<file path="src/rtl/tbase_pkg.sv">
// Shared definitions for the timebase block.
// Assumes a single-bit register select on the software port.
package tbase_pkg;
    typedef enum logic {
        SEL_TIME = 1'b0,
        SEL_CMP  = 1'b1
    } tbase_sel_e;
endpackage

</file>
<file path="src/rtl/tbase_counter.sv">
// Free-running time count in 10 ns units.
// Adds STEP on each enabled tick and has no software write path.
// Assumes STEP >= 1, which is checked at elaboration.
module tbase_counter #(
    parameter int W    = 64,
    parameter int STEP = 10
) (
    input  logic         clk,
    input  logic         rst_n,
    input  logic         tick_en,
    output logic [W-1:0] time_q
);
    localparam logic [W-1:0] STEP_V = W'(STEP);

    // Elaboration guard: a zero step would break monotonic advance
    if (STEP < 1) begin : g_bad_step
        $error("tbase_counter: STEP must be at least 1");
    end

    // Advance the count by one step per tick
    always_ff @(posedge clk) begin
        if (!rst_n)       time_q <= '0;
        else if (tick_en) time_q <= time_q + STEP_V;
    end

    AST_HOLD_IDLE: assert property (@(posedge clk) disable iff (!rst_n)
        !tick_en |=> $stable(time_q));
    AST_MONOTONIC: assert property (@(posedge clk) disable iff (!rst_n)
        tick_en |=> (time_q > $past(time_q)));
endmodule

</file>
<file path="src/rtl/tbase_compare.sv">
// Supervisor compare register and level timer interrupt.
// Resets the compare to all ones so that no interrupt is raised out of reset.
// Assumes the time input never decreases.
module tbase_compare #(
    parameter int W = 64
) (
    input  logic         clk,
    input  logic         rst_n,
    input  logic         cmp_wr,
    input  logic [W-1:0] cmp_wdata,
    input  logic [W-1:0] time_i,
    output logic [W-1:0] cmp_q,
    output logic         irq
);
    // Load a new compare value from software
    always_ff @(posedge clk) begin
        if (!rst_n)      cmp_q <= '1;
        else if (cmp_wr) cmp_q <= cmp_wdata;
    end

    // Raise the interrupt while the time has reached the compare value
    always_comb irq = (time_i >= cmp_q);

    AST_CMP_HOLD: assert property (@(posedge clk) disable iff (!rst_n)
        !cmp_wr |=> $stable(cmp_q));
    AST_IRQ_FALL_ON_WRITE: assert property (@(posedge clk) disable iff (!rst_n)
        $fell(irq) |-> $past(cmp_wr));
endmodule

</file>
<file path="src/rtl/tbase_readport.sv">
// Registered read port.
// Captures the selected register on the edge of the read strobe.
// Holds the data between reads.
module tbase_readport #(
    parameter int W = 64
) (
    input  logic         clk,
    input  logic         rst_n,
    input  logic         rd,
    input  logic         sel,
    input  logic [W-1:0] time_i,
    input  logic [W-1:0] cmp_i,
    output logic [W-1:0] rdata,
    output logic         rvalid
);
    import tbase_pkg::*;

    // Snapshot the whole selected word in one edge
    always_ff @(posedge clk) begin
        if (!rst_n) begin
            rdata  <= '0;
            rvalid <= 1'b0;
        end else begin
            rvalid <= rd;
            if (rd) rdata <= (tbase_sel_e'(sel) == SEL_CMP) ? cmp_i : time_i;
        end
    end

    AST_RVALID_AFTER_RD: assert property (@(posedge clk) disable iff (!rst_n)
        rd |=> rvalid);
    AST_RDATA_HOLD: assert property (@(posedge clk) disable iff (!rst_n)
        !rd |=> $stable(rdata));
endmodule

</file>
<file path="src/rtl/tbase_timer.sv">
// Top of the timebase block.
// Connects the count, the compare and the read port.
// Only the compare register is writable from software.
module tbase_timer #(
    parameter int W    = 64,
    parameter int STEP = 10
) (
    input  logic         clk,
    input  logic         rst_n,
    input  logic         tick_en,
    input  logic         reg_wr,
    input  logic         reg_rd,
    input  logic         reg_sel,
    input  logic [W-1:0] reg_wdata,
    output logic [W-1:0] reg_rdata,
    output logic         reg_rvalid,
    output logic         timer_irq
);
    import tbase_pkg::*;

    logic [W-1:0] time_w;
    logic [W-1:0] cmp_w;
    logic         cmp_wr;

    // Decode writes: only the compare select is accepted
    always_comb cmp_wr = reg_wr && (tbase_sel_e'(reg_sel) == SEL_CMP);

    tbase_counter #(.W(W), .STEP(STEP)) u_counter (
        .clk     (clk),
        .rst_n   (rst_n),
        .tick_en (tick_en),
        .time_q  (time_w)
    );

    tbase_compare #(.W(W)) u_compare (
        .clk       (clk),
        .rst_n     (rst_n),
        .cmp_wr    (cmp_wr),
        .cmp_wdata (reg_wdata),
        .time_i    (time_w),
        .cmp_q     (cmp_w),
        .irq       (timer_irq)
    );

    tbase_readport #(.W(W)) u_readport (
        .clk    (clk),
        .rst_n  (rst_n),
        .rd     (reg_rd),
        .sel    (reg_sel),
        .time_i (time_w),
        .cmp_i  (cmp_w),
        .rdata  (reg_rdata),
        .rvalid (reg_rvalid)
    );

    AST_TIME_WR_IGNORED: assert property (@(posedge clk) disable iff (!rst_n)
        (reg_wr && !reg_sel && !tick_en) |=> $stable(time_w));
endmodule

</file>
<file path="config.mk">
export PLATFORM = sky130hd
export DESIGN_NAME = tbase_timer
export DESIGN_NICKNAME = d
export VERILOG_FILES = /design/src/rtl/tbase_pkg.sv /design/src/rtl/tbase_counter.sv /design/src/rtl/tbase_compare.sv /design/src/rtl/tbase_readport.sv /design/src/rtl/tbase_timer.sv
export SDC_FILE = /design/constraint.sdc
export NUM_CORES = 1
export LEC_CHECK = 0
export BUFFER_PORTS_ARGS = -buffer_cell sky130_fd_sc_hd__buf_2
export CAP_MARGIN = 15
export CORE_MARGIN = 3
export CORE_UTILIZATION = 28
export DETAILED_ROUTE_END_ITERATION = 8
export PLACE_DENSITY = 0.49
export SLEW_MARGIN = 40
export SYNTH_ARGS = -nofsm -noshare
export SYNTH_HDL_FRONTEND = slang
export SYNTH_SLANG_ARGS = --single-unit
</file>
<file path="constraint.sdc">
create_clock -name clk -period 3.76 [get_ports clk]
set_clock_uncertainty 0.2 [all_clocks]
set_input_delay 0 -clock clk [delete_from_list [all_inputs] [get_ports clk]]
set_output_delay 0 -clock clk [all_outputs]
set_load 0.1 [all_outputs]
</file>
==> impl_metrics.ini, run 1 <==
[run_status]
outcome = finished clean

[floorplan]
die-area_sq_mm = 0.0363
num_rows = 66
floorplan.die.height_microns = 190
effective_utilization_at_floorplan = 0.288
num_io_pins = 136
fp.coreArea_sq_mm = 0.0330
chipWidth_microns = 190

[synth]
dominantRegCellSynth = sky130_fd_sc_hd__dfxtp_1
synth.ff_latch_count = 192
syn_nets = 1194
ys_warn_count = 0
asyncSetResetFlopFracSynth = 0
synth.cell_area_sq_mm = 0.00952
synth-edff-count = 0
post_synthesis_sequential_area_ratio = 0.404
synth_cell_type_count = 47
post_synth_inst_count = 1060
synthesis.area_per_instance_sq_um = 8.99

[sta]
setup-violations-final = 0
timing.final.max_slew_violations = 0
grt_setup_unrepaired = false
fin_crit_sh = 0.899
layout_min_cycle_time_ns = 3.38
totalNegativeSetupSlack_ns = 0
max_slew.worst_pin.slew_ns = 0.695
finalHoldViolations = 0
hold_ws_ns = 0.0169
slew_headroom = 0.535
achievable-frequency_ghz = 0.296

[pwr]
leakage_power_nw = 5.87
power.density_cell_area_mw_per_mm2 = 395
report.power.total_mw = 4.95
max-vdd-ir-drop_v = 0.000325

[detailed_routing]
drt_pre_antenna_iters = 4
detail_route.drc_violations = 0
via_density = 4.65
detailedRoute.firstIterationViolations = 358
route.vias.total = 8133
detail_route.wl_per_cell_microns = 15.2
antenna_left = 0
postRouteWirelength_microns = 26600

[clocking]
clock_tree_from_tritoncts = yes
number_of_buffers_added_by_the_clock_tree_synthesis_step = 17
clk_pin_slew_worst_paths_ns = 0.08
cts_setup_buffers = 0
clock_sinks = 192
htree_num_levels = 4
root_buffer = sky130_fd_sc_hd__clkbuf_16
insertion_delay_ns = 0.45
clk_path_buf_depth = 2

[finish]
num-nets-final = 1427
ff_latch_area_sq_mm = 0.00384
layout_commonest_cell = sky130_fd_sc_hd__dfxtp_1
fraction_of_final_layout_cells_with_drive_strength_greater_than_1 = 0.146
multi_input_comb_area_sq_mm = 0.00518
finalInstanceArea_sq_mm = 0.0125
most_frequent_cells_in_the_layout = sky130_fd_sc_hd__dfxtp_1 (192), sky130_fd_sc_hd__buf_2 (132), sky130_fd_sc_hd__dlygate4sd3_1 (131), sky130_fd_sc_hd__nand2_1 (128), sky130_fd_sc_hd__o211ai_1 (72)
areaGrowthSynthToFinish_pct = 31.7
nFillCells = 3425
number_of_inserted_diodes = 0

[global_routing]
first_global_vias = 8220
antenna_found_initial = 0
largest_net_degree_at_the_start_of_global_routing = 153
groute.usage.overall = 0.150
grt_first_pass_wirelength_microns = 43400
gr-total-overflow = 0

[worst_setup_path]
required_ns = 3.56
type_of_the_setup_path_with_the_least_slack = reg2out
critical_path.max_fanout = 8
worst_path_arrival_ns = 3.18
worst_setup_path_start_kind = register
worstSetupEndpointType = output pin

[placement]
port-buffer-count = 135
postPlaceCellArea_sq_mm = 0.0107
dp.final_hpwl_microns = 17900
replace_congestion = 0.787

[job]
max_cap_violations = 0

[min_path]
class_of_the_most_critical_hold_timing_path = in2reg
-- layer usage --
metal	global-route usage	up-vias	routed length (microns)
li1	-	4185	-
met2	0.236	127	11600
met4	0.0412	0	389
met5	0	-	0
met1	0.208	3796	13700
met3	0.0313	25	823
-- cells by family (layout without fill, tap and decap cells) --
kind of cell | after synthesis | in the layout | share of synthesized area
muxes | 59 | 59 | 0.0620
buffers and inverters | 133 | 379 | 0.0532
and+or+nand+nor | 357 | 357 | 0.194
DFF | 192 | 192 | 0.404
AOI/OAI and AO/OA | 199 | 199 | 0.151
xor gates and xnor gates | 56 | 56 | 0.0515
adders and majority gates | 64 | 64 | 0.0841
-- synth_stat cells, types with 2 or more instances --
cell	instances	area [sq um]
sky130_fd_sc_hd__a211oi_1	39	293
sky130_fd_sc_hd__a21boi_0	4	30.0
sky130_fd_sc_hd__a21boi_1	3	22.5
sky130_fd_sc_hd__a21o_1	6	45.0
sky130_fd_sc_hd__a21oi_1	29	145
sky130_fd_sc_hd__and2_1	61	382
sky130_fd_sc_hd__and3_1	11	68.8
sky130_fd_sc_hd__and4_1	7	61.3
sky130_fd_sc_hd__buf_1	2	7.51
sky130_fd_sc_hd__buf_2	3	15.0
sky130_fd_sc_hd__clkbuf_1	56	210
sky130_fd_sc_hd__dfxtp_1	192	3840
sky130_fd_sc_hd__ha_1	64	801
sky130_fd_sc_hd__inv_1	71	267
sky130_fd_sc_hd__mux2i_1	59	591
sky130_fd_sc_hd__nand2_1	128	480
sky130_fd_sc_hd__nand2b_1	2	12.5
sky130_fd_sc_hd__nand3_1	28	140
sky130_fd_sc_hd__nand3_2	2	20.0
sky130_fd_sc_hd__nand4_1	28	175
sky130_fd_sc_hd__nand4_2	2	25.0
sky130_fd_sc_hd__nor2_1	51	191
sky130_fd_sc_hd__nor2b_1	7	43.8
sky130_fd_sc_hd__nor3_1	7	35.0
sky130_fd_sc_hd__nor4_1	4	25.0
sky130_fd_sc_hd__nor4_2	2	25.0
sky130_fd_sc_hd__nor4_4	2	42.5
sky130_fd_sc_hd__o211a_1	23	230
sky130_fd_sc_hd__o211ai_1	72	541
sky130_fd_sc_hd__o21ai_0	17	85.1
sky130_fd_sc_hd__or3_1	8	50.1
sky130_fd_sc_hd__xnor2_1	40	350
sky130_fd_sc_hd__xor2_1	16	140
-- through the flow --
stage | worst slack (ns) | instances | util
finish | 0.379 | 1748 | 0.380
global route | 0.0858 | 1748 | 0.380
CTS | 0.239 | 1748 | 0.380
detailed placement | 0.758 | 1585 | 0.323
global placement | 0.770 | 1583 | 0.322
floorplan | 0.0264 | 1060 | -
-- worst max-delay path: stages, from the launching register on --
cell and delay (ns):
sky130_fd_sc_hd__dfxtp_1 0.48, sky130_fd_sc_hd__ha_1 0.31, sky130_fd_sc_hd__a21oi_1 0.15, sky130_fd_sc_hd__nand2_1 0.07
sky130_fd_sc_hd__a21oi_1 0.13, sky130_fd_sc_hd__or4b_2 0.64, sky130_fd_sc_hd__a311oi_1 0.43, sky130_fd_sc_hd__o21ai_0 0.19
sky130_fd_sc_hd__buf_2 0.33
-- registers in the layout, summed over array words and instances (netlist names) --
register / count
u_readport.rdata: 64
u_compare.cmp_q: 64
u_readport.rvalid: 1
u_counter.time_q: 63
-- power breakdown --
group	total, mW	internal (mW)	leakage (nW)	switching [mW]
Clock	1.84	0.934	0.275	0.902
Combinational	0.929	0.295	4.01	0.634
Sequential	2.19	2.13	1.58	0.0537
-- layout make-up --
| type | instances | area share |
|---|---|---|
| clock buffers | 17 | 0.0339 |
| well taps | 442 | 0.0441 |
| clock inverters | 15 | 0.0117 |
| flip-flops and latches | 192 | 0.306 |
| inverters | 71 | 0.0212 |
| multi-input cells | 735 | 0.413 |
| repair buffers | 276 | 0.170 |
-- worst paths after layout --
path	startpoint	endpoint	cells past startpoint	slack (ns)
max	u_counter.time_q[14]	timer_irq	8	0.38
min	reg_wr	u_compare.cmp_q[21]	3	0.02
max reg2reg	u_counter.time_q[1]	u_counter.time_q[61]	8	1.03
min reg2reg	u_readport.rdata[0]	u_readport.rdata[0]	2	0.28
-- timing repair --
item                                   CTS  global route
endpoints found under the hold margin  109             0
hold buffers                           131             0
resized for setup                        0             0
(Power assumes the default switching activity.)
==> run 2: changes to the inputs <==
CELL_PAD_IN_SITES_DETAIL_PLACEMENT = 1   (was default)
CELL_PAD_IN_SITES_GLOBAL_PLACEMENT = 1   (was default)
PLACE_DENSITY = 0.59   (was 0.49)
==> impl_metrics.ini, run 2 (synthesized netlist as in run 1, its figures left out) <==
[run_status]
outcome = finished clean

[global_routing]
antenna_found_initial = 0
largest_net_degree_at_the_start_of_global_routing = 67
grt_first_pass_wirelength_microns = 45700
groute.usage.overall = 0.158
first_global_vias = 8579
gr-total-overflow = 0

[detailed_routing]
postRouteWirelength_microns = 27900
detailedRoute.firstIterationViolations = 287
detail_route.wl_per_cell_microns = 16.4
antenna_left = 0
via_density = 4.80
drt_pre_antenna_iters = 4
route.vias.total = 8164
detail_route.drc_violations = 0

[clocking]
post_cts_resize_count = 0
cts_setup_buffers = 0
clk_path_buf_depth = 2
clock_tree_from_tritoncts = yes
ctsHoldBuffers = 81
clk_pin_slew_worst_paths_ns = 0.08
root_buffer = sky130_fd_sc_hd__clkbuf_16
htree_num_levels = 4
number_of_buffers_added_by_the_clock_tree_synthesis_step = 17
clock_sinks = 192
insertion_delay_ns = 0.44

[floorplan]
floorplan.die.height_microns = 190
effective_utilization_at_floorplan = 0.288
die-area_sq_mm = 0.0363
fp.coreArea_sq_mm = 0.0330
num_io_pins = 136
chipWidth_microns = 190
num_rows = 66

[worst_setup_path]
timing.critical_path.slowest_stage_cell = sky130_fd_sc_hd__or4b_2
crit_path_leading_delay_family = compound AO/OA/AOI/OAI gates
type_of_the_setup_path_with_the_least_slack = reg2out
max_stage_delay_ns = 0.65
critical_path.max_fanout = 8
worst_path_arrival_ns = 3.27
required_ns = 3.56
crit_chain = ha_1 -> a21oi_1 -> nand2_1 -> a21oi_1 -> or4b_2 -> a311oi_1 -> o21ai_0 -> buf_2
worstSetupEndpointType = output pin
worst_setup_path_start_kind = register
critical_path.n_buffers_inverters = 1
cpMostUsedCell = sky130_fd_sc_hd__a21oi_1

[pwr]
power.density_cell_area_mw_per_mm2 = 423
leakage_power_nw = 5.80
max-vdd-ir-drop_v = 0.000311

[sta]
layout_min_cycle_time_ns = 3.47
fin_crit_sh = 0.924
setup-violations-final = 0
totalNegativeSetupSlack_ns = 0
achievable-frequency_ghz = 0.288
slew_headroom = 0.525
max_slew.worst_pin.slew_ns = 0.710
timing.final.max_slew_violations = 0
finalHoldViolations = 0
grt_setup_unrepaired = false

[finish]
layout_commonest_cell = sky130_fd_sc_hd__dfxtp_1
leading_registers_by_flop_count = u_compare.cmp_q x64, u_readport.rdata x64, u_counter.time_q x63
most_frequent_cells_in_the_layout = sky130_fd_sc_hd__dfxtp_1 (192), sky130_fd_sc_hd__buf_2 (132), sky130_fd_sc_hd__nand2_1 (128), sky130_fd_sc_hd__dlygate4sd3_1 (81), sky130_fd_sc_hd__o211ai_1 (72)
num-nets-final = 1379
number_of_inserted_diodes = 0
areaGrowthSynthToFinish_pct = 27.1
final_util = 0.367
fraction_of_final_layout_cells_with_drive_strength_greater_than_1 = 0.154

[job]
max_cap_violations = 0

[placement]
dp.final_hpwl_microns = 19500
replace_congestion = 0.798
port-buffer-count = 135

[min_path]
class_of_the_most_critical_hold_timing_path = in2reg
run 2: changes by cell type in the layout (fill, tap and decap cells not counted), sizes merged:
cell         change
clkinv           -1
bufinv           +3
buf              +2
clkinvlp         -3
dlygate4sd3     -50
clkbuf           +1
run 2: path summary, 6_finish.rpt:
path	startpoint	end	slack, ns	cells past startpoint
max	u_counter.time_q[14]	timer_irq	0.29	8
min	reg_wr	u_compare.cmp_q[43]	0.05	3
max reg2reg	u_counter.time_q[5]	u_counter.time_q[58]	0.96	7
min reg2reg	u_readport.rdata[19]	u_readport.rdata[19]	0.28	1
run 2: metal layers:
metal	vias to the layer above	GRT usage	share of wire
met5	-	0	0
met1	3944	0.208	0.49
met4	0	0.0325	0.0065
met2	107	0.268	0.47
met3	11	0.0313	0.028
li1	4102	-	-
run 2: worst min-delay path: stages:
cell                       delay, ns
sky130_fd_sc_hd__buf_2          0.12
sky130_fd_sc_hd__and2_4         0.32
sky130_fd_sc_hd__o211ai_1       0.21
run 2: per-stage QoR:
stage                     total power [mW]  cells  setup slack [ns]  hold slack, ns  cell area, sq um
after floorplan                       2.86   1060            0.0264         -0.0614              9520
after global placement                3.05   1586             0.813          0.0346             10600
after detailed placement              3.06   1587             0.741          0.0372             10600
after CTS                             5.21   1700             0.248          0.0425             12100
after global routing                  5.37   1700            0.0718          0.0721             12100
final                                 5.13   1700             0.287          0.0465             12100
run 2: final cells by class:
type / count / area (sq um)
Clock inverter: 14 / 218
Tap cell: 442 / 553
Fill cell: 3859 / 20900
Sequential cell: 192 / 3840
Multi-Input combinational cell: 735 / 5180
Inverter: 71 / 267
Clock buffer: 18 / 439
Timing Repair Buffer: 228 / 1610
run 2: where the power goes:
group | internal (mW) | switching [mW] | total (mW) | leakage [nW]
clock network | 1.16 | 0.897 | 2.06 | 0.322
registers | 2.13 | 0.0553 | 2.19 | 1.58
logic | 0.252 | 0.629 | 0.881 | 3.90
total | 3.54 | 1.58 | 5.13 | 5.80
==> run 3: changes to the inputs <==
CORE_ASPECT_RATIO = 2   (was default)
==> impl_metrics.ini, run 3 (synthesized netlist as in run 1, its figures left out) <==
[run_status]
outcome = finished clean

[floorplan]
die-area_sq_mm = 0.0364
fp.coreArea_sq_mm = 0.0333
chipWidth_microns = 136
num_rows = 94
effective_utilization_at_floorplan = 0.286
floorplan.die.height_microns = 267
num_io_pins = 136

[clocking]
insertion_delay_ns = 0.46
number_of_buffers_added_by_the_clock_tree_synthesis_step = 17
htree_num_levels = 4
clk_pin_slew_worst_paths_ns = 0.07
clock_tree_from_tritoncts = yes
root_buffer = sky130_fd_sc_hd__clkbuf_16
clk_path_buf_depth = 2
post_cts_resize_count = 0
clock_sinks = 192

[pwr]
power.density_cell_area_mw_per_mm2 = 404
leakage_power_nw = 5.88
max-vdd-ir-drop_v = 0.000319
report.power.total_mw = 5.06

[detailed_routing]
drt_pre_antenna_iters = 4
postRouteWirelength_microns = 30200
via_density = 4.84
detail_route.wl_per_cell_microns = 17.4
detail_route.drc_violations = 0
detailedRoute.firstIterationViolations = 232
route.vias.total = 8407
antenna_left = 0

[worst_setup_path]
worstSetupEndpointType = output pin
type_of_the_setup_path_with_the_least_slack = reg2out
max_stage_delay_ns = 0.79
r2r-start = u_counter.time_q[2]
crit_path_leading_delay_family = compound AO/OA/AOI/OAI gates
startpoint = u_counter.time_q[15]
r2r_slack_ns = 0.97
crit_chain = ha_1 -> nand4_1 -> a2111oi_0 -> or4b_2 -> a311oi_1 -> o21ai_0 -> buf_2
r2r_cells = 8
timing.critical_path.slowest_stage_cell = sky130_fd_sc_hd__a2111oi_0
required_ns = 3.56
critical_path.n_buffers_inverters = 1
critical_path.max_fanout = 7
worst_path_arrival_ns = 3.37
worst_setup_path_start_kind = register
worstReg2RegEnd = u_counter.time_q[53]

[min_path]
timing.hold.worst_path_depth = 4
class_of_the_most_critical_hold_timing_path = in2reg
min_from = reg_wr
worstHoldEndpoint = u_compare.cmp_q[63]

[global_routing]
first_global_vias = 9074
largest_net_degree_at_the_start_of_global_routing = 79
antenna_found_initial = 0
groute.usage.overall = 0.172
grt_first_pass_wirelength_microns = 48500
gr-total-overflow = 0

[placement]
port-buffer-count = 135
dp_slack_ns = 0.600
replace_congestion = 0.787
dp.final_hpwl_microns = 21000

[sta]
finalHoldViolations = 0
achievable-frequency_ghz = 0.280
hold_ws_ns = 0.0629
fin_ws_ns = 0.194
slew_headroom = 0.440
layout_min_cycle_time_ns = 3.57
timing.final.max_slew_violations = 0
fin_crit_sh = 0.949
grt_setup_unrepaired = false
max_slew.worst_pin.slew_ns = 0.819
setup-violations-final = 0
totalNegativeSetupSlack_ns = 0

[job]
max_cap_violations = 0

[finish]
layout_commonest_cell = sky130_fd_sc_hd__dfxtp_1
areaGrowthSynthToFinish_pct = 31.4
most_frequent_cells_in_the_layout = sky130_fd_sc_hd__dfxtp_1 (192), sky130_fd_sc_hd__buf_2 (132), sky130_fd_sc_hd__nand2_1 (128), sky130_fd_sc_hd__dlygate4sd3_1 (126), sky130_fd_sc_hd__o211ai_1 (72)
num-nets-final = 1425
fraction_of_final_layout_cells_with_drive_strength_greater_than_1 = 0.148
nFillCells = 3831
leading_registers_by_flop_count = u_compare.cmp_q x64, u_readport.rdata x64, u_counter.time_q x63
[run 3: how the worst max path moves through the flow]
stage / cells after the start / endpoint
2_1_floorplan: 7 / timer_irq
4_1_cts: 7 / timer_irq
3_5_place_dp: 7 / timer_irq
6_report: 7 / timer_irq
3_3_place_gp: 7 / timer_irq
5_1_grt: 7 / timer_irq
[run 3: timing repair]
item,4_1_cts,5_1_grt
setup buffers,0,0
hold endpoints to repair,111,0
hold buffers,126,0
[run 3: routing by layer]
layer	up-vias	share of wire	track usage
met5	-	0	0
met2	129	0.57	0.337
met3	40	0.027	0.0268
li1	4186	-	-
met4	0	0.026	0.0649
met1	4052	0.38	0.180
[run 3: final cells by class]
type                    count  area [sq um]  share of cell area
repair buffers            274          2070               0.165
diodes                      1          2.50            0.000200
flip-flops and latches    192          3840               0.307
inverters                  71           269              0.0215
multi-input cells         735          5180               0.414
clock buffers              21           460              0.0368
clock inverters            11           154              0.0123
well taps                 432           541              0.0432
[run 3: where the power goes]
part / switching (mW) / internal, mW
Clock: 0.860 / 1.09
Combinational: 0.638 / 0.283
Sequential: 0.0556 / 2.13
[run 3: tightest hold or removal path, delay by kind of cell]
family	cells	cell delay, ns
compound gates	1	0.10
buf+inv	1	0.10
simple gates	2	0.45
[run 3: per-stage QoR]
step	area, sq um	std cells	utilization
after floorplan	9520	1060	-
after global placement	10600	1578	0.319
after detailed placement	10600	1578	0.320
after CTS	12500	1736	0.376
after global routing	12500	1736	0.376
final	12500	1737	0.376
